## src/rtl/lmf_pkg.sv

```systemverilog
package lmf_pkg;

  // Strobes from the control to the datapath, one per storage action.
  typedef struct packed {
    logic tagPush;   // store the index of a command that has data
    logic tagPop;    // transfer finished, release its index
    logic accStep;   // fold a non-final beat into the accumulator
    logic accClear;  // final beat: accumulator restarts
    logic updPush;   // write the finished patch into the queue
    logic updPop;    // head patch committed to the trace memory
  } lmf_strobe_t;

endpackage

```

## src/rtl/lmf_ctrl.sv

```systemverilog
module lmf_ctrl
  import lmf_pkg::*;
#(
  parameter int TAG_DEPTH  = 4,
  parameter int FIFO_DEPTH = 4,
  localparam int TAG_PTR_W  = (TAG_DEPTH  > 1) ? $clog2(TAG_DEPTH)  : 1,
  localparam int FIFO_PTR_W = (FIFO_DEPTH > 1) ? $clog2(FIFO_DEPTH) : 1,
  localparam int CNT_W      = $clog2(FIFO_DEPTH + 1)
) (
  input  logic                  clk,
  input  logic                  rstN,
  input  logic                  cmdValid,
  input  logic                  cmdHasData,
  input  logic                  beatValid,
  input  logic                  beatLast,
  input  logic                  patchGnt,
  output lmf_strobe_t           stb,
  output logic [TAG_PTR_W-1:0]  tagWrPtr,
  output logic [TAG_PTR_W-1:0]  tagRdPtr,
  output logic [FIFO_PTR_W-1:0] updWrPtr,
  output logic [FIFO_PTR_W-1:0] updRdPtr,
  output logic                  patchReq,
  output logic                  patchWe,
  output logic                  ovfFlag
);

  logic [CNT_W-1:0] updCnt;
  logic             updFull;
  logic             dropOld;
  logic             cntUp;
  logic             cntDn;

  function automatic logic [TAG_PTR_W-1:0] tagNext(input logic [TAG_PTR_W-1:0] p);
    return (p == TAG_PTR_W'(TAG_DEPTH - 1)) ? '0 : p + 1'b1;
  endfunction

  function automatic logic [FIFO_PTR_W-1:0] updNext(input logic [FIFO_PTR_W-1:0] p);
    return (p == FIFO_PTR_W'(FIFO_DEPTH - 1)) ? '0 : p + 1'b1;
  endfunction

  assign updFull  = (updCnt == CNT_W'(FIFO_DEPTH));
  assign patchReq = (updCnt != '0);
  // Command records own the port; a grant during one is not used.
  assign patchWe  = patchReq && patchGnt && !cmdValid;

  always_comb begin
    stb          = '0;
    stb.tagPush  = cmdValid && cmdHasData;
    stb.tagPop   = beatValid && beatLast;
    stb.accStep  = beatValid && !beatLast;
    stb.accClear = beatValid && beatLast;
    stb.updPush  = beatValid && beatLast;
    stb.updPop   = patchWe;
  end

  // A full queue with no commit this cycle overwrites its oldest slot.
  assign dropOld = stb.updPush && updFull && !stb.updPop;
  assign cntUp   = stb.updPush && !stb.updPop && !updFull;
  assign cntDn   = stb.updPop && !stb.updPush;

  always_ff @(posedge clk) begin
    if (!rstN) begin
      tagWrPtr <= '0;
      tagRdPtr <= '0;
    end else begin
      if (stb.tagPush) tagWrPtr <= tagNext(tagWrPtr);
      if (stb.tagPop)  tagRdPtr <= tagNext(tagRdPtr);
    end
  end

  always_ff @(posedge clk) begin
    if (!rstN) begin
      updWrPtr <= '0;
      updRdPtr <= '0;
      updCnt   <= '0;
      ovfFlag  <= 1'b0;
    end else begin
      if (stb.updPush)           updWrPtr <= updNext(updWrPtr);
      if (stb.updPop || dropOld) updRdPtr <= updNext(updRdPtr);
      if (cntUp)                 updCnt   <= updCnt + 1'b1;
      else if (cntDn)            updCnt   <= updCnt - 1'b1;
      if (dropOld)               ovfFlag  <= 1'b1;
    end
  end

endmodule

```

## src/rtl/lmf_datapath.sv

```systemverilog
module lmf_datapath
  import lmf_pkg::*;
#(
  parameter int IDX_W      = 6,
  parameter int MASK_W     = 8,
  parameter int LEN_W      = 4,
  parameter int TAG_DEPTH  = 4,
  parameter int FIFO_DEPTH = 4,
  localparam int TAG_PTR_W  = (TAG_DEPTH  > 1) ? $clog2(TAG_DEPTH)  : 1,
  localparam int FIFO_PTR_W = (FIFO_DEPTH > 1) ? $clog2(FIFO_DEPTH) : 1,
  localparam int ENT_W      = IDX_W + LEN_W + MASK_W,
  localparam logic [LEN_W-1:0] LEN_MAX = '1
) (
  input  logic                  clk,
  input  logic                  rstN,
  input  lmf_strobe_t           stb,
  input  logic [IDX_W-1:0]      cmdIdx,
  input  logic [MASK_W-1:0]     beatMask,
  input  logic [TAG_PTR_W-1:0]  tagWrPtr,
  input  logic [TAG_PTR_W-1:0]  tagRdPtr,
  input  logic [FIFO_PTR_W-1:0] updWrPtr,
  input  logic [FIFO_PTR_W-1:0] updRdPtr,
  output logic [IDX_W-1:0]      patchIdx,
  output logic [LEN_W-1:0]      patchLen,
  output logic [MASK_W-1:0]     patchMask
);

  logic [IDX_W-1:0]  tagView [TAG_DEPTH];
  logic [ENT_W-1:0]  updView [FIFO_DEPTH];
  logic [MASK_W-1:0] accMask;
  logic [LEN_W-1:0]  accLen;
  logic [LEN_W-1:0]  lenInc;
  logic [ENT_W-1:0]  finEntry;
  logic [ENT_W-1:0]  headEntry;

  // Outstanding command indices, in command order.
  for (genvar t = 0; t < TAG_DEPTH; t++) begin : g_tag
    logic [IDX_W-1:0] slotIdx;
    always_ff @(posedge clk) begin
      if (stb.tagPush && tagWrPtr == TAG_PTR_W'(t)) slotIdx <= cmdIdx;
    end
    assign tagView[t] = slotIdx;
  end

  // Beat accumulator; counts saturate instead of wrapping.
  assign lenInc = (accLen == LEN_MAX) ? LEN_MAX : accLen + 1'b1;

  always_ff @(posedge clk) begin
    if (!rstN) begin
      accMask <= '0;
      accLen  <= '0;
    end else if (stb.accClear) begin
      accMask <= '0;
      accLen  <= '0;
    end else if (stb.accStep) begin
      accMask <= accMask | beatMask;
      accLen  <= lenInc;
    end
  end

  assign finEntry = {tagView[tagRdPtr], lenInc, accMask | beatMask};

  // Patch queue storage.
  for (genvar s = 0; s < FIFO_DEPTH; s++) begin : g_upd
    logic [ENT_W-1:0] slotEnt;
    always_ff @(posedge clk) begin
      if (stb.updPush && updWrPtr == FIFO_PTR_W'(s)) slotEnt <= finEntry;
    end
    assign updView[s] = slotEnt;
  end

  assign headEntry = updView[updRdPtr];
  assign patchIdx  = headEntry[ENT_W-1 -: IDX_W];
  assign patchLen  = headEntry[MASK_W +: LEN_W];
  assign patchMask = headEntry[MASK_W-1:0];

endmodule

```

## src/rtl/late_merge_fifo.sv

```systemverilog
module late_merge_fifo
  import lmf_pkg::*;
#(
  parameter int IDX_W      = 6,
  parameter int MASK_W     = 8,
  parameter int LEN_W      = 4,
  parameter int TAG_DEPTH  = 4,
  parameter int FIFO_DEPTH = 4,
  localparam int TAG_PTR_W  = (TAG_DEPTH  > 1) ? $clog2(TAG_DEPTH)  : 1,
  localparam int FIFO_PTR_W = (FIFO_DEPTH > 1) ? $clog2(FIFO_DEPTH) : 1
) (
  input  logic              clk,
  input  logic              rstN,
  input  logic              cmdValid,
  input  logic              cmdHasData,
  input  logic [IDX_W-1:0]  cmdIdx,
  input  logic              beatValid,
  input  logic              beatLast,
  input  logic [MASK_W-1:0] beatMask,
  input  logic              patchGnt,
  output logic              patchReq,
  output logic              patchWe,
  output logic [IDX_W-1:0]  patchIdx,
  output logic [LEN_W-1:0]  patchLen,
  output logic [MASK_W-1:0] patchMask,
  output logic              ovfFlag
);

  lmf_strobe_t           stb;
  logic [TAG_PTR_W-1:0]  tagWrPtr;
  logic [TAG_PTR_W-1:0]  tagRdPtr;
  logic [FIFO_PTR_W-1:0] updWrPtr;
  logic [FIFO_PTR_W-1:0] updRdPtr;

  lmf_ctrl #(
    .TAG_DEPTH (TAG_DEPTH),
    .FIFO_DEPTH(FIFO_DEPTH)
  ) u_ctrl (
    .clk       (clk),
    .rstN      (rstN),
    .cmdValid  (cmdValid),
    .cmdHasData(cmdHasData),
    .beatValid (beatValid),
    .beatLast  (beatLast),
    .patchGnt  (patchGnt),
    .stb       (stb),
    .tagWrPtr  (tagWrPtr),
    .tagRdPtr  (tagRdPtr),
    .updWrPtr  (updWrPtr),
    .updRdPtr  (updRdPtr),
    .patchReq  (patchReq),
    .patchWe   (patchWe),
    .ovfFlag   (ovfFlag)
  );

  lmf_datapath #(
    .IDX_W     (IDX_W),
    .MASK_W    (MASK_W),
    .LEN_W     (LEN_W),
    .TAG_DEPTH (TAG_DEPTH),
    .FIFO_DEPTH(FIFO_DEPTH)
  ) u_dp (
    .clk      (clk),
    .rstN     (rstN),
    .stb      (stb),
    .cmdIdx   (cmdIdx),
    .beatMask (beatMask),
    .tagWrPtr (tagWrPtr),
    .tagRdPtr (tagRdPtr),
    .updWrPtr (updWrPtr),
    .updRdPtr (updRdPtr),
    .patchIdx (patchIdx),
    .patchLen (patchLen),
    .patchMask(patchMask)
  );

endmodule

```

## config.mk

```make
export PLATFORM = sky130hd
export DESIGN_NAME = late_merge_fifo
export DESIGN_NICKNAME = d
export VERILOG_FILES = /design/src/rtl/lmf_pkg.sv /design/src/rtl/lmf_ctrl.sv /design/src/rtl/lmf_datapath.sv /design/src/rtl/late_merge_fifo.sv
export SDC_FILE = /design/constraint.sdc
export NUM_CORES = 1
export LEC_CHECK = 0
export ABC_AREA = 0
export BUFFER_PORTS_ARGS = -buffer_cell sky130_fd_sc_hd__buf_2
export CORE_ASPECT_RATIO = 0.75
export CORE_MARGIN = 3
export CORE_UTILIZATION = 63
export CTS_CLUSTER_SIZE = 16
export DETAILED_ROUTE_END_ITERATION = 8
export PLACE_DENSITY_LB_ADDON = 0.3
export SLEW_MARGIN = 20
export SYNTH_ARGS = -nofsm -noshare
export SYNTH_HDL_FRONTEND = slang
export SYNTH_SLANG_ARGS = --single-unit
```

## constraint.sdc

```tcl
create_clock -name clk -period 3.13 [get_ports clk]
set_input_delay 0.1565 -clock clk [delete_from_list [all_inputs] [get_ports clk]]
set_output_delay 0.1565 -clock clk [all_outputs]
set_load 0.02 [all_outputs]
```

==> impl_table.tex <==
\begin{tabular}{lr}
\hline
Metric & Value \\
\hline
\multicolumn{2}{l}{\textbf{Status}} \\
Result of the run & completed \\
\multicolumn{2}{l}{\textbf{Worst setup path}} \\
Cell with the biggest individual delay on the critical path & sky130\_fd\_sc\_hd\_\_mux4\_2 \\
Data arrival time at the worst-slack endpoint & approximately 2.2 ns \\
Cell depth of the worst flop-to-flop path & 7 \\
Classification of the worst setup path & register to output pin \\
Kind of start point of the critical path & register \\
Biggest cell delay along the critical path & about 0.58 ns \\
Source of the worst register-to-register timing path & u\_ctrl.updCnt[0] \\
Register-to-register setup slack & about 1.1 ns \\
Data required time at the worst endpoint & 2.97 ns \\
Capture instance of the worst register-to-register path & u\_ctrl.updCnt[2] \\
Delay-heaviest family, CP & multiplexers \\
Crit path capture type & output pin \\
Max Fanout on Critical Path & 16 \\
Number of buffers and inverters on the critical path & 2 \\
Ordered list of cells on the worst path & buf\_4 -> mux4\_2 -> buf\_2 \\
\multicolumn{2}{l}{\textbf{Clock tree}} \\
CTS tree & done \\
Post-cts gate resize count & 0 \\
Number of buffers added to fix hold violations after cts & 17 \\
Total clock buffers created by CTS & 17 \\
Root buffer selected by CTS & sky130\_fd\_sc\_hd\_\_clkbuf\_8 \\
Maximum clock path buffer count & 2 \\
Clock-pin slew on the worst setup and hold paths & around 0.06 ns \\
Number of H-tree levels & 4 \\
Clock latency reported for the late side of the worst-skew pair & between 0.5 and 0.6 ns \\
Count of clock tree sinks & 120 \\
Setup fix buffers added after clock tree synthesis & 0 \\
\multicolumn{2}{l}{\textbf{GRT}} \\
Pin count of the biggest net entering global routing & 23 \\
Busiest layer in global routing & met2 \\
Wire length of the first global-routing pass & approximately 15 mm \\
All-Layer GR Usage & $\sim$25\% \\
Vias in the first global route & $\sim$2800 \\
Initial antenna violation count & 0 \\
Met2 track demand over resource in global routing & between 40\% and 50\% \\
Met3 demand-to-capacity share in global routing & between 6 and 7\% \\
Global routing usage on met1 & a little under a third \\
Residual overflow from global routing & 0 \\
\multicolumn{2}{l}{\textbf{Detailed routing}} \\
Post-detailed-route count of antenna-violating nets & 0 \\
Starting DRC count in detailed routing & between 200 and 250 \\
Routed wire per std cell & around 21 um \\
Number of vias per cell after detailed routing & around 6 \\
First-pass iteration count of the detailed router & 5 \\
Via count & around 2700 \\
DRC Markers & 0 \\
Total detailed-routing wirelength & approximately 9.7 mm \\
\multicolumn{2}{l}{\textbf{Floorplanning}} \\
Number of placed I/O pins & 42 \\
Core outline area & about 7000 um2 \\
Die ar. & about 8600 um2 \\
Cell Rows & 26 \\
Initial core utilization & $\sim$67\% \\
Die Height & just over 80 um \\
Horizontal extent of the die & approximately 110 um \\
\multicolumn{2}{l}{\textbf{Power}} \\
Max IR drop VDD & between 0.4 and 0.5 mV \\
Power consumption & around 0.0039 W \\
Leakage power & $\sim$2 nW \\
Power per cell area & between 600 and 700 nW/um2 \\
\multicolumn{2}{l}{\textbf{Placement}} \\
Port Buffers & between 40 and 50 \\
GPL Wtd Cong & 0.738 \\
Estimated wirelength of the detail-placed design & between 5 and 6 mm \\
Setup Slack @ Placement & around 1.2 ns \\
\multicolumn{2}{l}{\textbf{Cells and area}} \\
P\&R area growth vs syn & 20.6\% \\
Most common library cell in the layout ignoring fill and taps & sky130\_fd\_sc\_hd\_\_edfxtp\_1 \\
Most frequent cells in the layout & 96 x sky130\_fd\_sc\_hd\_\_edfxtp\_1, 41 x sky130\_fd\_sc\_hd\_\_buf\_2, 24 x sky130\_fd\_sc\_hd\_\_mux4\_2, 24 x sky130\_fd\_sc\_hd\_\_dfxtp\_1, 17 x sky130\_fd\_sc\_hd\_\_dlygate4sd3\_1 \\
Layout cell share with drive strength beyond 1 & between 30 and 40\% \\
Diodes inserted & 0 \\
Number of filler cells placed in the layout & between 300 and 400 \\
Layout net count & around 380 \\
Finished Core Util & between 80\% and 90\% \\
\multicolumn{2}{l}{\textbf{Hold path}} \\
Count of cells along the worst hold path & 2 \\
Path category of the worst min-delay check & input pin to register \\
Hold Path Sink & u\_ctrl.ovfFlag \\
Critical hold path startpoint & rstN \\
\multicolumn{2}{l}{\textbf{Yosys}} \\
XOR/XNOR Fraction of Synth Area & 0\% \\
Post-synthesis compound-gate area fraction & between 4 and 5\% \\
Post-Synth Simple-Gate Area & under 10\% \\
Syn Std Cell Area & between 4000 and 5000 um2 \\
Number of warning messages in the yosys log & 0 \\
Number of synthesized flops with an enable pin & 96 \\
Register bit total from synthesis & 120 \\
Post-synthesis mux area share & around an eighth \\
Most frequently used flop master after synthesis & sky130\_fd\_sc\_hd\_\_edfxtp\_1 \\
Mapped Nets & between 300 and 400 \\
Synth unique cells & 33 \\
Proportion of synthesized flip-flops having asynchronous set or reset & 0\% \\
Instance count of the mapped netlist & 275 \\
Adder-cell share of the synthesized area & roughly 3.3\% \\
Syn\_area\_per\_cell & 17.2 um2 \\
Dominant combinational cell family by area after synthesis & multiplexers \\
Sequential cell area fraction in the yosys report & roughly 70\% \\
\multicolumn{2}{l}{\textbf{Timing}} \\
Rel. slew slack & about a third \\
Maximum achievable frequency & between 400 and 500 MHz \\
Final hold violation count & 0 \\
Period Utilization, post-route & 74.4\% \\
Pins over their slew limit & 0 \\
Final setup violation count & 0 \\
RSZ-0062 raised after global routing & false \\
Worst path setup slack after routing & 0.802 ns \\
Worst clock skew on the final layout & 0.00957 ns \\
Slew at the pin closest to its max-slew limit & between 0.9 and 1 ns \\
Final critical-path required period & 2.33 ns \\
Worst hold slack across all endpoints & 0.0624 ns \\
Final total negative setup slack & 0 ns \\
\multicolumn{2}{l}{\textbf{Flow run}} \\
Max cap viols & 0 \\
\hline
\end{tabular}
## area by class of cell
cell class,instances,area (um2),share of cell area [%]
sequential,120,3360,59.0
multi-input combinational,134,1270,22.3
clock buffer,17,414,7.27
timing repair buffer,59,383,6.72
tap,98,123,2.15
clock inverter,15,105,1.84
inverter,10,37.5,0.659
## per-layer routing
metal	up-vias	routed length, um	share of wire (%)
met1	1362	3730	38
li1	1201	-	-
met3	23	657	6.8
met4	0	216	2.2
met2	147	5100	53
met5	-	0	0
## Yosys cell counts, types with 2 or more instances
master	n	share of area, %
sky130_fd_sc_hd__a31oi_1	2	0.26
sky130_fd_sc_hd__edfxtp_1	96	61
sky130_fd_sc_hd__a21oi_1	14	1.5
sky130_fd_sc_hd__nand2_1	11	0.87
sky130_fd_sc_hd__nand2b_1	4	0.53
sky130_fd_sc_hd__nor3_1	4	0.42
sky130_fd_sc_hd__and2_1	2	0.26
sky130_fd_sc_hd__nor2_1	11	0.87
sky130_fd_sc_hd__inv_1	10	0.79
sky130_fd_sc_hd__and3_1	8	1.1
sky130_fd_sc_hd__mux2i_1	5	1.1
sky130_fd_sc_hd__a21boi_0	3	0.48
sky130_fd_sc_hd__o21a_1	3	0.48
sky130_fd_sc_hd__buf_2	5	0.53
sky130_fd_sc_hd__o22ai_1	3	0.40
sky130_fd_sc_hd__mux4_2	24	11
sky130_fd_sc_hd__nor2b_1	7	0.93
sky130_fd_sc_hd__ha_1	11	2.9
sky130_fd_sc_hd__nand3_1	5	0.53
sky130_fd_sc_hd__clkbuf_1	4	0.32
sky130_fd_sc_hd__dfxtp_1	24	10
sky130_fd_sc_hd__or2_2	8	1.1
## sequential cells by signal, indices dropped and copies added (netlist names)
signal and cells:
u_dp.accMask 8, u_ctrl.updRdPtr 2, u_ctrl.updWrPtr 2, u_ctrl.tagWrPtr 2, u_ctrl.tagRdPtr 2, u_ctrl.ovfFlag 1
u_ctrl.updCnt 3, u_dp.g_upd.slotEnt 72, u_dp.g_tag.slotIdx 24, u_dp.accLen 4
## power breakdown
group          internal, W  total (W)  leakage [nW]  switching [W]
clock             0.000967    0.00167         0.244       0.000705
combinational     0.000167   0.000375         0.726       0.000209
sequential         0.00178    0.00181          1.07      0.0000396
## through the flow
stage / cells / cell area, um2
3_3_place_gp: 404 / 5010
5_1_grt: 453 / 5700
2_1_floorplan: 275 / 4730
6_report: 453 / 5700
4_1_cts: 453 / 5700
3_5_place_dp: 404 / 5010
## worst max-delay path by stage
| stage | startpoint | end | slack, ns | cells past startpoint |
|---|---|---|---|---|
| final | u_ctrl.updRdPtr[0] | patchLen[0] | 0.80 | 3 |
| after global placement | u_ctrl.updCnt[0] | u_ctrl.updCnt[2] | 1.26 | 7 |
| after floorplan | u_ctrl.updCnt[0] | u_ctrl.updCnt[2] | 1.30 | 7 |
| after detailed placement | u_ctrl.updCnt[0] | u_ctrl.updCnt[2] | 1.15 | 7 |
| after global routing | u_ctrl.updRdPtr[0] | patchLen[0] | 0.68 | 3 |
| after CTS | u_ctrl.updRdPtr[0] | patchLen[1] | 0.79 | 3 |
## cell families after synthesis
family                     after synthesis
AOI/OAI and AO/OA                       30
adders and majority gates               12
buffers and inverters                   21
DFF                                    120
muxes                                   29
and+or+nand+nor                         63
No activity file was read; power rests on OpenSTA's default activity.
